`config.mk`:
```
export PLATFORM = sky130hd
export DESIGN_NAME = qr_gate_ctrl
export DESIGN_NICKNAME = d
export VERILOG_FILES = /design/src/rtl/qr_gate_pkg.sv /design/src/rtl/qr_zc_counter.sv /design/src/rtl/qr_phase_timer.sv /design/src/rtl/qr_short_filter.sv /design/src/rtl/qr_gate_ctrl.sv
export SDC_FILE = /design/constraint.sdc
export NUM_CORES = 1
export LEC_CHECK = 0
export CAP_MARGIN = 30
export CELL_PAD_IN_SITES_DETAIL_PLACEMENT = 1
export CELL_PAD_IN_SITES_GLOBAL_PLACEMENT = 1
export CORE_MARGIN = 2
export CORE_UTILIZATION = 43
export DETAILED_ROUTE_END_ITERATION = 8
export DONT_BUFFER_PORTS = 1
export GPL_TIMING_DRIVEN = 1
export PLACE_DENSITY_LB_ADDON = 0.05
export SYNTH_ARGS = -nofsm -noshare
export SYNTH_HDL_FRONTEND = slang
export SYNTH_SLANG_ARGS = --single-unit
```
`constraint.sdc`:
```
create_clock -name clk -period 1.76 [get_ports clk]
set_input_delay 0 -clock clk [delete_from_list [all_inputs] [get_ports clk]]
set_output_delay 0 -clock clk [all_outputs]
set_load 0.05 [all_outputs]
```
`src/rtl/qr_gate_pkg.sv`:
```
package qr_gate_pkg;

    typedef enum logic [1:0] {
        PH_OFF   = 2'd0,
        PH_ON    = 2'd1,
        PH_FAULT = 2'd2
    } phase_e;

    typedef struct packed {
        logic fb;
        logic ilim;
        logic shrt;
    } trip_s;

    function automatic int unsigned max2(input int unsigned a, input int unsigned b);
        return (a > b) ? a : b;
    endfunction

endpackage

```
`src/rtl/qr_zc_counter.sv`:
```
module qr_zc_counter #(
    parameter int CNT_W = 4
) (
    input  logic             clk,
    input  logic             rst,
    input  logic             zc_async,
    input  logic             clear,
    output logic [CNT_W-1:0] count
);
    logic [2:0] sync_q;
    logic       rise;

    always_ff @(posedge clk) begin
        if (rst) sync_q <= '0;
        else     sync_q <= {sync_q[1:0], zc_async};
    end

    assign rise = sync_q[1] & ~sync_q[2];

    always_ff @(posedge clk) begin
        if (rst || clear)            count <= '0;
        else if (rise && count != '1) count <= count + 1'b1;
    end
endmodule

```
`src/rtl/qr_phase_timer.sv`:
```
module qr_phase_timer #(
    parameter int TW = 8
) (
    input  logic          clk,
    input  logic          rst,
    input  logic          restart,
    output logic [TW-1:0] elapsed
);
    always_ff @(posedge clk) begin
        if (rst || restart)     elapsed <= '0;
        else if (elapsed != '1) elapsed <= elapsed + 1'b1;
    end
endmodule

```
`src/rtl/qr_short_filter.sv`:
```
module qr_short_filter #(
    parameter int SSW = 16
) (
    input  logic clk,
    input  logic rst,
    input  logic trip,
    output logic fire
);
    localparam int RW = $clog2(SSW + 1);
    localparam logic [RW-1:0] LAST = RW'(SSW - 1);

    logic [RW-1:0] run_q;

    always_ff @(posedge clk) begin
        if (rst || !trip)     run_q <= '0;
        else if (run_q != LAST) run_q <= run_q + 1'b1;
    end

    assign fire = trip && (run_q == LAST);
endmodule

```
`src/rtl/qr_gate_ctrl.sv`:
```
module qr_gate_ctrl
    import qr_gate_pkg::*;
#(
    parameter int LEB      = 8,
    parameter int ON_MAX   = 200,
    parameter int RS_SHORT = 40,
    parameter int RS_LONG  = 80,
    parameter int OFF_MAX  = 2500,
    parameter int SSW      = 16,
    parameter int VALLEY_W = 4
) (
    input  logic                clk,
    input  logic                rst,
    input  logic                zc_i,
    input  logic                ring_low_i,
    input  logic                fb_trip_i,
    input  logic                ilim_trip_i,
    input  logic                short_trip_i,
    input  logic [VALLEY_W-1:0] valley_ref_i,
    output logic                gate_o,
    output logic                fault_o
);
    localparam int TW = $clog2(max2(ON_MAX, OFF_MAX) + 1);
    localparam logic [TW-1:0] LEB_T    = TW'(LEB);
    localparam logic [TW-1:0] ONM_T    = TW'(ON_MAX - 1);
    localparam logic [TW-1:0] OFFM_T   = TW'(OFF_MAX - 1);
    localparam logic [TW-1:0] RSS_T    = TW'(RS_SHORT - 1);
    localparam logic [TW-1:0] RSL_T    = TW'(RS_LONG - 1);

    phase_e              phase_q, phase_d;
    trip_s               trips;
    logic [TW-1:0]       elapsed;
    logic [VALLEY_W-1:0] zc_count;
    logic                rs_long_q;
    logic                short_fire;
    logic                blank_done, supp_done, valley_ok;

    assign trips = '{fb: fb_trip_i, ilim: ilim_trip_i, shrt: short_trip_i};

    qr_zc_counter #(.CNT_W(VALLEY_W)) u_zc (
        .clk      (clk),
        .rst      (rst),
        .zc_async (zc_i),
        .clear    (phase_q != PH_OFF),
        .count    (zc_count)
    );

    qr_phase_timer #(.TW(TW)) u_timer (
        .clk     (clk),
        .rst     (rst),
        .restart (phase_d != phase_q),
        .elapsed (elapsed)
    );

    qr_short_filter #(.SSW(SSW)) u_short (
        .clk  (clk),
        .rst  (rst),
        .trip (trips.shrt),
        .fire (short_fire)
    );

    assign blank_done = elapsed >= LEB_T;
    assign supp_done  = elapsed >= (rs_long_q ? RSL_T : RSS_T);
    assign valley_ok  = zc_count >= valley_ref_i;

    always_comb begin
        phase_d = phase_q;
        if (short_fire) begin
            phase_d = PH_FAULT;
        end else begin
            case (phase_q)
                PH_OFF: if (elapsed == OFFM_T || (supp_done && valley_ok)) phase_d = PH_ON;
                PH_ON:  if (elapsed == ONM_T || (blank_done && (trips.fb || trips.ilim)))
                            phase_d = PH_OFF;
                default: phase_d = PH_FAULT;
            endcase
        end
    end

    always_ff @(posedge clk) begin
        if (rst) begin
            phase_q   <= PH_OFF;
            rs_long_q <= 1'b1;
        end else begin
            phase_q <= phase_d;
            if (phase_q == PH_ON && phase_d == PH_OFF) rs_long_q <= ring_low_i;
        end
    end

    assign gate_o  = (phase_q == PH_ON) && !(blank_done && trips.ilim);
    assign fault_o = (phase_q == PH_FAULT);
endmodule

```
# Yosys cells after proc, flatten, opt, wreduce, memory -nomap -nowiden
# Index checks and enable logic that the tools add are counted.
# W data, S select, Z words.
dict set report word_totals {
  register_bits 27
  latch_bits 0
  ram_bits 0
  rom_bits 0
  input_bits 11
  out_inout_bits 2
  memories 0
}
dict set report op_classes {
  add_sub_neg 3
  n_mul 0
  n_div 0
  n_lt_le_gt_ge 3
  n_eq_ne 9
  n_shift 0
  muxes 5
  bitwise 2
  reduce_logical 18
}
# cell count
set ops {}
lappend ops {{$add A12 B1 Y12 const B} 1}
lappend ops {{$eq A12 B12 Y1 const B} 1}
lappend ops {{$eq A12 B8 Y1 const B} 1}
lappend ops {{$ge A12 B4 Y1 const B} 1}
lappend ops {{$ge A12 B7 Y1} 1}
lappend ops {{$ne A12 B12 Y1 const B} 1}
lappend ops {{$logic_and A1 B1 Y1} 7}
lappend ops {{$mux W7} 1}
lappend ops {{$logic_or A1 B1 Y1} 6}
lappend ops {{$mux W2} 3}
lappend ops {{$add A5 B1 Y5 const B} 1}
lappend ops {{$eq A5 B4 Y1 const B} 1}
lappend ops {{$ne A5 B4 Y1 const B} 1}
lappend ops {{$add A4 B1 Y4 const B} 1}
lappend ops {{$ge A4 B4 Y1} 1}
lappend ops {{$logic_not A2 Y1} 2}
lappend ops {{$ne A4 B4 Y1 const B} 1}
lappend ops {{$pmux W2 S2} 1}
lappend ops {{$eq A2 B1 Y1 const B} 1}
lappend ops {{$eq A2 B2 Y1 const B} 1}
lappend ops {{$logic_not A1 Y1} 2}
lappend ops {{$ne A2 B2 Y1} 1}
lappend ops {{$reduce_bool A2 Y1} 1}
lappend ops {{$and A1 B1 Y1} 1}
lappend ops {{$not A1 Y1} 1}

# Depth between registers and ports, before layout
# Gate-level depths: netlist of run 1.
dict set report logic_depth {
  depth_word 9
  mapped_depth 10
}

# Hierarchy
# Synthesis of run 1 repeated with hierarchy kept, for this count alone.
dict set report unflattened {
  hier_cells 170
  area_unflattened_um2 1527.7
}
# module instances cells_each area_per_inst_um2
set modules_own_cells {}
lappend modules_own_cells {qr_phase_timer 1 65 574.3}
lappend modules_own_cells {qr_gate_ctrl 1 52 409.1}
lappend modules_own_cells {qr_zc_counter 1 28 289.0}
lappend modules_own_cells {qr_short_filter 1 25 255.2}

# Least setup slack after synthesis of run 1
# Ideal clock, no wire load.
dict set report synth_timing {
  kind {flip-flop to flip-flop}
  startpoint {reg u_short.run_q[0]}
  endpoint {reg u_timer.elapsed[5]}
  t_arrival_ps 1840
  required_time_ps 1672
  setup_slack_ps -168
  path_stages_with_launch 11
  synth_period_minus_slack_ps 1928
  cell_sequence {dfxtp_1 ha_1 and3_1 ha_1 clkbuf_1 nand2_1 nand2b_1 a211oi_2 o22ai_2 buf_6 nor4_4}
}
dict set report synth_via {
  elab_chain_cells 5
}
# element line
set synth_rtl {}
lappend synth_rtl {{start: declaration} qr_short_filter.sv:12} ;# logic [RW-1:0] run_q;
lappend synth_rtl {{start signal: assignment} qr_short_filter.sv:16} ;# else if (run_q != LAST) run_q <= run_q + 1'b1;
lappend synth_rtl {{$eq A5 B4 Y1} qr_short_filter.sv:19} ;# assign fire = trip && (run_q == LAST);
lappend synth_rtl {{$logic_and A1 B1 Y1} qr_short_filter.sv:19}
lappend synth_rtl {{$mux W2} qr_gate_ctrl.sv:68} ;# if (short_fire) begin
lappend synth_rtl {{$ne A2 B2 Y1} qr_gate_ctrl.sv:51} ;# .restart (phase_d != phase_q),
lappend synth_rtl {{$logic_or A1 B1 Y1} qr_phase_timer.sv:10} ;# if (rst || restart) elapsed <= '0;
lappend synth_rtl {{end signal: assignment} qr_phase_timer.sv:11} ;# else if (elapsed != '1) elapsed <= elapsed + 1'b1;
lappend synth_rtl {{end: declaration} qr_phase_timer.sv:7} ;# output logic [TW-1:0] elapsed
# Every way passes these cells.
# A chain may end at the register's enable or synchronous reset.

# Final worst setup path of run 1
dict set report layout_timing {
  startpoint {reg u_zc.count[0]}
  endpoint {reg phase_q[0]}
}
dict set report layout_via {
  elab_chain_cells 6
}
# element line
set layout_rtl {}
lappend layout_rtl {{start: declaration} qr_zc_counter.sv:8} ;# output logic [CNT_W-1:0] count
lappend layout_rtl {{start signal: assignment} qr_zc_counter.sv:22} ;# else if (rise && count != '1) count <= count + 1'b1;
lappend layout_rtl {{$ge A4 B4 Y1} qr_gate_ctrl.sv:64} ;# assign valley_ok = zc_count >= valley_ref_i;
lappend layout_rtl {{$logic_and A1 B1 Y1} qr_gate_ctrl.sv:72} ;# PH_OFF: if (elapsed == OFFM_T || (supp_done && valley_ok)) phase_d = PH_ON;
lappend layout_rtl {{$logic_or A1 B1 Y1} qr_gate_ctrl.sv:72}
lappend layout_rtl {{$mux W2} qr_gate_ctrl.sv:72}
lappend layout_rtl {{$pmux W2 S2} qr_gate_ctrl.sv:71} ;# case (phase_q)
lappend layout_rtl {{$mux W2} qr_gate_ctrl.sv:68}
lappend layout_rtl {{end signal: assignment} qr_gate_ctrl.sv:85} ;# phase_q <= phase_d;
lappend layout_rtl {{end: declaration} qr_gate_ctrl.sv:30} ;# phase_e phase_q, phase_d;
# Every way passes these cells.

==> results.py, run 1 <==
metrics = {
    "run_status": {
        "status": "finished with violations",
        "violations": "setup timing",
    },
    "layout": {
        "drive_gt1_share_pct": 47.11,
        "final_cell_count_no_fill": 273,
        "final_area_um2": 2331,
        "mostFrequentLayoutCells": "36 x buf_4, 18 x nor2_1, 15 x dfxtp_1, 12 x dfxtp_2, 9 x inv_1",
        "regArea_um2": 555.5,
        "multi_input_area_um2": 1234,
        "area_delta_synth_final_pct": 44.76,
        "final_common_cell": "buf_4",
        "fillers": 418,
        "final_nets": 249,
        "antenna_cells": 0,
    },
    "yosys": {
        "synth-seq-cells": 27,
        "ys_types": 41,
        "synthMuxAreaShare_pct": 3.186,
        "yosysSeqAreaShare_pct": 33.57,
        "syn_nets": 206,
        "ys_warn_count": 0,
        "synth_top_flop_cell": "dfxtp_1",
        "netlist_area_um2": 1610,
        "yosys.area_share.adder_pct": 9.324,
        "synth_top_family_by_area": "simple AND/OR/NAND/NOR gates",
        "synth_xor_area_share_pct": 5.439,
        "ys_async_sr_fraction_pct": 0,
        "synth_edf_count": 0,
        "avgSynthCellArea_um2": 8.799,
        "synthCells": 183,
        "synth_compound_area_share_pct": 12.74,
        "synth-simple-area-share_pct": 29.53,
    },
    "floorplanning": {
        "core-area_um2": 3633,
        "ios": 13,
        "dieArea_um2": 4250,
        "die_x_um": 65.20,
        "die_h_um": 65.20,
        "rows": 22,
        "start_util_pct": 44.32,
    },
    "place": {
        "dp_hpwl_um": 3434,
        "place_inst": 257,
        "io_buffers": 0,
        "dpl-instance-area_um2": 1908,
        "gp_congestion": 0.8228,
        "place_ws_ns": -0.2137,
    },
    "pwr": {
        "power.share.sequential_pct": 55.0,
        "clockPowerShare_pct": 32.8,
        "powerDensity_nw_per_um2": 497.0,
        "switchingPower_mw": 0.3035,
        "comb_power_share_pct": 12.2,
        "sw_frac_of_total_pct": 26.19,
        "p_int_mw": 0.8551,
        "p_leak_nw": 0.9414,
        "peakVddDrop_mv": 0.3965,
    },
    "sta": {
        "rsz0062_at_grt": "true",
        "max_freq_mhz": 543.7,
        "setup_ws_ns": -0.07912,
        "fin_tns_setup_ns": -0.4014,
        "drv_slew": 0,
        "finalSetupViolCount": 11,
        "maxSlewHeadroom_pct": 77.92,
        "post-route-min-period_ns": 1.839,
        "hold_viol_final": 0,
        "fin_skew_ns": 0.004157,
        "fin_crit_sh_pct": 104.5,
        "worst_slew_pin_slew_ns": 0.3285,
    },
    "route": {
        "first_pass_iters": 4,
        "drtAntennaViolNets": 0,
        "num_vias": 1592,
        "wl_um": 5543,
        "drt-initial-drc-count": 78,
        "avgRoutedWirePerCell_um": 20.30,
        "drc_errors": 0,
        "vias_per_cell": 5.832,
    },
    "clock_tree": {
        "clk_latency_ns": 0.28,
        "h-tree-depth": 1,
        "cts_tree": "yes",
        "cts_sinks": 27,
        "clk_pin_slew_worst_paths_ns": 0.10,
        "clk_path_buf_depth": 2,
        "cts-buffers-inserted": 3,
        "cts-root-buf": "clkbuf_8",
    },
    "global_route": {
        "grt_usage_pct": 25.23,
        "grt-ovfl-total": 0,
        "grt_pass1_vias": 1672,
        "grt_antenna_before_repair": 0,
        "grt_max_degree": 17,
        "grt_pass1_wl_um": 8004,
    },
    "critical_path": {
        "cp_num_buf_inv": 2,
        "cp_max_fo": 2,
        "slowest_stage": "dfxtp_2",
        "path_cells": "inv_2, ha_4, nand2b_4, a2111oi_4, a211o_1, buf_4, or2_0, a311oi_1",
        "crit_path_start_kind": "flip-flop",
        "path_delay_family": "compound AO/OA/AOI/OAI gates",
        "arrival_ns": 2.03,
        "worstSetupPathType": "reg -> reg",
        "required_ns": 1.96,
        "slowest_delay_ns": 0.35,
        "cp-end-kind": "flip-flop",
    },
    "worst_hold_path": {
        "min_path_type": "in -> reg",
    },
    "run": {
        "maxCapViolations": 0,
    },
}
-- through the flow --
step                power, mW  hold WS [ns]  utilization (%)
finish                  1.159      0.009747            64.15
global route            1.198       0.02397            64.15
CTS                     1.136      0.005098            59.50
detailed placement     0.7373       0.07676            52.51
global placement       0.7306       0.07561            52.51
floorplan              0.7000       0.07161                -
-- power groups by stage --
stage               logic [mW]  clock network [mW]  registers, mW
floorplan               0.0522                   0          0.648
global placement        0.0850                   0          0.646
detailed placement      0.0903                   0          0.647
CTS                      0.123               0.381          0.633
global route             0.152               0.407          0.639
finish                   0.141               0.380          0.638
-- path summary, 6_finish.rpt --
check	from	endpoint	slack, ns	cells past startpoint
min	rst	u_short.run_q[0]	0.01	2
max	u_zc.count[0]	phase_q[0]	-0.08	8
max reg2reg	u_zc.count[0]	phase_q[0]	-0.08	8
min reg2reg	u_zc.sync_q[0]	u_zc.sync_q[1]	0.47	1
-- cell usage after synthesis, types with 2 or more instances --
cell,number,area [um2]
nand2_1,9,33.78
xnor2_1,5,43.79
nand4_1,6,37.54
clkbuf_1,2,7.510
a211oi_1,2,15.01
xor2_1,5,43.79
and4_1,3,26.28
inv_1,12,45.04
a21oi_1,5,25.02
a211o_1,2,17.52
and3_1,5,31.28
nand3_1,4,20.02
buf_2,5,25.02
nor2b_1,5,31.28
nor4_4,2,42.54
or3_1,2,12.51
ha_1,12,150.1
dfxtp_1,27,540.5
nand2b_1,5,31.28
nor4_1,2,12.51
a311oi_1,2,17.52
o21ai_0,3,15.01
mux2i_1,4,40.04
a31oi_1,6,37.54
nor2_1,19,71.32
buf_6,2,22.52
nor3_1,12,60.06
a211oi_2,2,25.02
-- flip-flops by register name, indices dropped and copies added, names as in the netlist --
signal / count
phase_q: 2
rs_long_q: 1
u_short.run_q: 5
u_timer.elapsed: 12
u_zc.count: 4
u_zc.sync_q: 3
-- kinds of logic (layout without fill, tap and decap cells) --
family | count (synthesis) | count (layout)
AO/OA/AOI/OAI | 28 | 28
flip-flops | 27 | 27
AND/OR/NAND/NOR | 80 | 80
XOR/XNOR | 10 | 10
buffers and inverters | 21 | 63
multiplexers | 5 | 5
adder cells (fa/ha/maj) | 12 | 12
-- layer usage --
metal | share of wire [%] | track usage [%]
met3 | 3.4 | 4.966
met4 | 3.4 | 11.20
met5 | 0 | 0
met1 | 37 | 25.45
met2 | 56 | 49.23
-- area by class of cell --
cell class / count / share of cell area (%)
multi-input combinational: 135 / 52.93
clock buffer: 3 / 1.771
tap: 48 / 2.576
sequential: 27 / 23.83
timing repair buffer: 46 / 16.21
timing repair inverter: 1 / 0.3221
inverter: 12 / 2.040
clock inverter: 1 / 0.3221
-- what timing repair did --
item | 4_1_cts | 5_1_grt
pin swaps | 15 | 14
setup endpoints to repair | 13 | 16
gates cloned | 1 | 0
endpoints found under the hold margin | 15 | 0
buffers inserted | 2 | 5
resized for setup | 30 | 30
hold buffers | 4 | 0
Power figures use the tool's default switching activity.
==> run 2: changes to the inputs <==
Settings changed: SKIP_LAST_GASP set to 1, SYNTH_HIERARCHICAL set to 1.
==> run 2 against run 1 <==
  * The run ends with hold timing, setup timing left
  * Clock skew barely moved
  * Non-clock buffer count did not move
  * Critical path type unchanged
  * Wire length fell by 14%
  * Largest cell class unchanged
  * Maximum frequency fell by 22%
  * Area after synthesis fell by 5.1%
  * Sequential share of layout area rose by 1.9 points
  * Largest power group unchanged
==> results.py, run 2 <==
metrics = {
    "route": {
        "drc_errors": 0,
        "wl_um": 4740,
        "first_pass_iters": 4,
        "drt-initial-drc-count": 58,
        "avgRoutedWirePerCell_um": 17.95,
        "num_vias": 1490,
        "vias_per_cell": 5.644,
        "drtAntennaViolNets": 0,
    },
    "yosys": {
        "synthCells": 170,
        "synth_edf_count": 0,
        "synth_area_leader_cell": "dfxtp_1",
        "ys_types": 48,
        "ys_warn_count": 6,
        "synth-seq-cells": 27,
        "yosysSeqAreaShare_pct": 35.38,
        "synth_area_leaders": "dfxtp_1 35%, ha_1 9.0%, nor2_1 4.7%, mux2i_1 3.9%, nand2_1 2.9%",
        "synth_top_area_share_pct": 35.38,
        "ys_async_sr_fraction_pct": 0,
        "yosysMostFrequentCell": "dfxtp_1",
        "syn_nets": 192,
        "synth_top_flop_cell": "dfxtp_1",
        "synth_common_cells": "27 x dfxtp_1, 19 x nor2_1, 12 x nand2_1",
        "avgSynthCellArea_um2": 8.987,
        "netlist_area_um2": 1528,
    },
    "layout": {
        "final_common_cell": "buf_4",
        "mostFrequentLayoutCells": "39 x buf_4, 23 x dfxtp_1, 16 x nor2_1, 12 x nand2_1, 9 x ha_1",
        "drive_gt1_share_pct": 38.99,
        "top_register": "u_timer/elapsed",
        "fillers": 407,
        "largest_register_ffs": 12,
        "reg_top3": "u_timer/elapsed: 12 flops, u_short/run_q: 5 flops, u_zc/count: 4 flops",
        "final_nets": 241,
        "area_delta_synth_final_pct": 38.66,
        "antenna_cells": 0,
        "final_cell_count_no_fill": 264,
    },
    "clock_tree": {
        "ctsHoldBuffers": 6,
        "clk_latency_ns": 0.32,
        "cts-root-buf": "clkbuf_4",
        "h-tree-depth": 1,
        "cts_tree": "yes",
        "clk_pin_slew_worst_paths_ns": 0.15,
        "clk_path_buf_depth": 2,
        "cts_sinks": 27,
        "cts-buffers-inserted": 3,
    },
    "global_route": {
        "grt_max_degree": 15,
        "grt-ovfl-total": 0,
        "grt_pass1_wl_um": 7728,
        "grt_usage_pct": 24.04,
        "grt_pass1_vias": 1629,
        "grt_antenna_before_repair": 0,
    },
    "run_status": {
        "violations": "hold timing, setup timing",
        "status": "finished with violations",
    },
    "floorplanning": {
        "ios": 13,
        "dieArea_um2": 4046,
        "die_h_um": 63.61,
        "start_util_pct": 45.42,
        "rows": 21,
        "core-area_um2": 3363,
        "die_x_um": 63.61,
    },
    "sta": {
        "hold_viol_final": 11,
        "setup_ws_ns": -0.5936,
        "fin_skew_ns": 0.004355,
        "max_freq_mhz": 424.9,
        "hold_ws_ns": -0.2726,
        "finalSetupViolCount": 15,
        "maxSlewHeadroom_pct": 73.52,
        "post-route-min-period_ns": 2.354,
        "fin_crit_sh_pct": 133.7,
        "rsz0062_at_grt": "true",
        "worst_slew_pin_slew_ns": 0.3935,
        "drv_slew": 0,
    },
    "critical_path": {
        "cp_max_fo": 2,
        "worstSetupPathType": "reg -> reg",
        "path_cells": "or4_4, nor4_4, o221ai_2, a21oi_2, o21ai_2, or2_1, or4_1, nand2_1",
        "crit_path_start_kind": "flip-flop",
        "r2r_cells": 8,
        "reg2reg_to": "u_timer/elapsed[4]",
        "cp-end-kind": "flip-flop",
        "rrSetupSlack_ns": -0.59,
        "required_ns": 2.04,
        "arrival_ns": 2.63,
        "r2r_start": "u_timer/elapsed[10]",
        "slowest_delay_ns": 0.55,
        "slowest_stage": "or4_4",
    },
    "pwr": {
        "p_leak_nw": 0.9389,
        "comb_power_share_pct": 11.2,
        "powerDensity_nw_per_um2": 481.4,
        "peakVddDrop_mv": 0.4205,
        "clockPowerShare_pct": 26.8,
        "totalPowerFinal_mw": 1.020,
        "switchingPower_mw": 0.2506,
        "sw_frac_of_total_pct": 24.57,
        "power.share.sequential_pct": 62.0,
        "p_int_mw": 0.7692,
    },
    "place": {
        "place_inst": 251,
        "io_buffers": 0,
        "dp_hpwl_um": 3226,
        "gp_congestion": 0.8449,
        "place_ws_ns": -0.5865,
    },
    "worst_hold_path": {
        "min_path_type": "in -> reg",
        "hold_depth": 1,
        "worstHoldStart": "rst",
        "min_to": "u_zc/count[2]",
    },
    "run": {
        "maxCapViolations": 0,
    },
}
run 2: cell types whose count changed in the layout (fill, tap and decap cells not counted), sizes merged, moves of 4 or more:
cell   delta
inv       -4
o21ai     +5
nor3      -9
or3       +4
run 2: cell type report:
class	count	area, um2	share of cell area, %
timing repair buffer	46	365.4	17.25
sequential	27	545.5	25.75
inverter	8	30.03	1.418
multi-input combinational	133	1094	51.62
tap	46	57.56	2.717
clock buffer	4	26.28	1.240
run 2: repair_timing:
action / CTS / global route
cloned: 0 / 0
setup endpoints to repair: 15 / 16
hold endpoints to repair: 20 / 12
gates resized for setup: 23 / 8
pin swaps: 14 / 3
setup buffers: 4 / 3
run 2: how the worst max path moves through the flow:
stage                                    from                 end  cells after the start
final                     u_timer/elapsed[10]  u_timer/elapsed[4]                      8
after global routing      u_timer/elapsed[10]  u_timer/elapsed[4]                      8
after CTS                 u_timer/elapsed[10]  u_timer/elapsed[4]                      8
after detailed placement  u_timer/elapsed[10]  u_timer/elapsed[4]                      8
after global placement    u_timer/elapsed[10]  u_timer/elapsed[4]                      8
after floorplan           u_timer/elapsed[10]  u_timer/elapsed[4]                      9
run 2: cell families (layout without fill, tap and decap cells):
logic type / after synthesis / in the layout / share of synthesized area [%]
muxes: 6 / 6 / 3.931
and+or+nand+nor: 82 / 82 / 33.58
AOI/OAI and AO/OA: 29 / 29 / 12.29
buffers and inverters: 10 / 58 / 2.948
adders and majority gates: 11 / 11 / 9.009
xor gates and xnor gates: 5 / 5 / 2.867
DFF: 27 / 27 / 35.38
run 2: critical path, delay by kind of cell, from the launching register on:
| family | cells | cell delay (ns) |
|---|---|---|
| and+or+nand+nor | 5 | 1.56 |
| AOI/OAI and AO/OA | 3 | 0.40 |
| DFF | 1 | 0.35 |
run 2: layer usage:
metal / vias to the layer above / wire length [um] / GRT usage (%)
li1: 720 / - / -
met5: - / 0 / 0
met1: 732 / 1992 / 28.81
met3: 10 / 155 / 2.857
met2: 28 / 2489 / 44.87
met4: 0 / 103 / 6.250
run 2: power groups by stage:
stage	registers, mW	clock network [mW]	logic, mW
global placement	0.645	0	0.0796
finish	0.633	0.273	0.114
global route	0.634	0.311	0.126
CTS	0.632	0.282	0.108
floorplan	0.650	0	0.0418
detailed placement	0.645	0	0.0865
run 2: metrics by stage:
step | cell area, um2 | setup TNS, ns | utilization (%)
finish | 2118 | -6.256 | 62.98
global route | 2118 | -7.347 | 62.98
CTS | 2095 | -5.777 | 62.28
detailed placement | 1901 | -6.396 | 56.51
global placement | 1901 | -5.227 | 56.51
floorplan | 1582 | -4.412 | -
==> run 3: changes to the inputs <==
Settings changed: CORE_ASPECT_RATIO set to 0.75.
==> run 3 against run 2 <==
  * The run still ends with hold timing, setup timing left
  * Clock power increased by 38%
  * Global-route usage decreased by 1.3 points
  * Critical path depth unchanged
  * First-iteration DRC count decreased by 3.4%
  * Critical path type unchanged
  * Critical endpoint unchanged
==> results.py, run 3 (synthesis gave the netlist of run 2 again) <==
metrics = {
    "sta": {
        "fin_crit_sh_pct": 132.0,
        "hold_ws_ns": -0.2284,
        "hold_viol_final": 11,
        "rsz0062_at_grt": "true",
        "worst_slew_pin_slew_ns": 0.3348,
        "fin_tns_setup_ns": -6.217,
        "max_freq_mhz": 430.5,
        "maxSlewHeadroom_pct": 77.47,
        "setup_ws_ns": -0.5627,
        "finalSetupViolCount": 15,
        "fin_skew_ns": 0.007392,
        "drv_slew": 0,
        "post-route-min-period_ns": 2.323,
    },
    "global_route": {
        "grt_max_degree": 18,
        "grt_antenna_before_repair": 0,
        "grt-ovfl-total": 0,
        "grt_pass1_wl_um": 7189,
        "grt_usage_pct": 22.79,
        "grt_pass1_vias": 1555,
    },
    "critical_path": {
        "arrival_ns": 2.55,
        "worstSetupPathType": "reg -> reg",
        "crit_path_start_kind": "flip-flop",
        "cp_num_buf_inv": 0,
        "slowest_delay_ns": 0.56,
        "path_cells": "or4_4, nor4_4, o221ai_4, a21oi_2, o21ai_2, or2_1, or4_1, nand2_1",
        "slowest_stage": "or4_4",
        "cp-end-kind": "flip-flop",
        "reg2reg_to": "u_timer/elapsed[4]",
        "r2r_cells": 8,
        "r2r_start": "u_timer/elapsed[10]",
        "cp_max_fo": 2,
        "rrSetupSlack_ns": -0.56,
        "required_ns": 1.98,
        "path_delay_family": "simple AND/OR/NAND/NOR gates",
    },
    "layout": {
        "top_register": "u_timer/elapsed",
        "fillers": 391,
        "fin_util_pct": 62.76,
        "antenna_cells": 0,
        "reg_top3": "u_timer/elapsed: 12 flops, u_short/run_q: 5 flops, u_zc/count: 4 flops",
        "multi_input_area_um2": 1055,
        "final_area_um2": 2092,
        "final_common_cell": "buf_4",
        "final_nets": 240,
        "mostFrequentLayoutCells": "38 x buf_4, 23 x dfxtp_1, 18 x nor2_1, 12 x nand2_1, 9 x ha_1",
        "area_delta_synth_final_pct": 36.94,
        "drive_gt1_share_pct": 35.94,
        "regArea_um2": 545.5,
        "largest_register_ffs": 12,
        "final_cell_count_no_fill": 257,
    },
    "place": {
        "io_buffers": 0,
        "gp_congestion": 0.7666,
        "dpl-instance-area_um2": 1893,
        "dp_hpwl_um": 3194,
        "place_inst": 245,
    },
    "run_status": {
        "violations": "hold timing, setup timing",
        "status": "finished with violations",
    },
    "route": {
        "first_pass_iters": 4,
        "wl_um": 4518,
        "num_vias": 1446,
        "drtAntennaViolNets": 0,
        "vias_per_cell": 5.626,
        "drc_errors": 0,
        "drt-initial-drc-count": 56,
        "avgRoutedWirePerCell_um": 17.58,
    },
    "clock_tree": {
        "ctsHoldBuffers": 5,
        "cts_tree": "yes",
        "clk_latency_ns": 0.28,
        "h-tree-depth": 1,
        "cts-root-buf": "clkbuf_8",
        "clk_path_buf_depth": 2,
        "clk_pin_slew_worst_paths_ns": 0.10,
        "cts-buffers-inserted": 3,
        "cts_sinks": 27,
    },
    "run": {
        "maxCapViolations": 0,
    },
    "worst_hold_path": {
        "hold_depth": 1,
        "min_path_type": "in -> reg",
        "worstHoldStart": "rst",
        "min_to": "phase_q[0]",
    },
    "pwr": {
        "switchingPower_mw": 0.2661,
        "clockPowerShare_pct": 33.9,
        "sw_frac_of_total_pct": 24.02,
        "peakVddDrop_mv": 0.4020,
        "powerDensity_nw_per_um2": 529.5,
        "p_leak_nw": 0.9452,
        "comb_power_share_pct": 9.1,
        "p_int_mw": 0.8416,
        "power.share.sequential_pct": 57.0,
    },
    "floorplanning": {
        "core-area_um2": 3333,
        "start_util_pct": 45.83,
        "dieArea_um2": 4051,
        "rows": 18,
        "die_x_um": 72.83,
        "ios": 13,
        "die_h_um": 55.62,
    },
}
==> run 3: cell count changes in the layout (fill, tap and decap cells not counted), sizes merged <==
cell,change
clkbuf,-1
buf,-1
inv,+1
==> run 3: final cells by class <==
cell class / instances / area share [%]
multi-input combinational: 133 / 50.42
sequential: 27 / 26.08
timing repair buffer: 45 / 17.28
tap: 40 / 2.392
clock buffer: 3 / 1.974
inverter: 8 / 1.435
clock inverter: 1 / 0.4187
==> run 3: worst max path at each step <==
stage                              end                start  depth (start not counted)
CTS                 u_timer/elapsed[4]  u_timer/elapsed[10]                          8
global route        u_timer/elapsed[4]            rs_long_q                         10
floorplan           u_timer/elapsed[4]  u_timer/elapsed[10]                          9
global placement    u_timer/elapsed[4]  u_timer/elapsed[10]                          8
finish              u_timer/elapsed[4]  u_timer/elapsed[10]                          8
detailed placement  u_timer/elapsed[4]            rs_long_q                         10
==> run 3: per-layer routing <==
metal | vias up | track usage (%) | wire (um)
li1 | 713 | - | -
met1 | 688 | 27.96 | 2049
met5 | - | 0 | 0
met2 | 37 | 40.39 | 2205
met4 | 0 | 5.556 | 80
met3 | 8 | 4.710 | 182
==> run 3: power groups by stage <==
stage	clock (mW)	combinational (mW)	sequential, mW
after floorplan	0	0.0418	0.650
after global placement	0	0.0799	0.645
after detailed placement	0	0.0860	0.646
after CTS	0.388	0.0989	0.632
after global routing	0.406	0.113	0.633
final	0.376	0.101	0.632
==> run 3: what timing repair did <==
item / in CTS / in global routing
pin swaps: 12 / 4
setup endpoints to repair: 15 / 16
resized for setup: 12 / 8
hold endpoints to repair: 20 / 11
buffers inserted: 4 / 1
==> run 3: per-stage QoR <==
stage,total power [mW],worst slack (ns),hold slack (ns)
floorplan,0.6920,-0.5336,0.06886
global placement,0.7244,-0.4565,0.07208
detailed placement,0.7318,-0.5255,0.07279
CTS,1.119,-0.5101,-0.2364
global route,1.152,-0.6724,-0.2398
finish,1.108,-0.5627,-0.2284
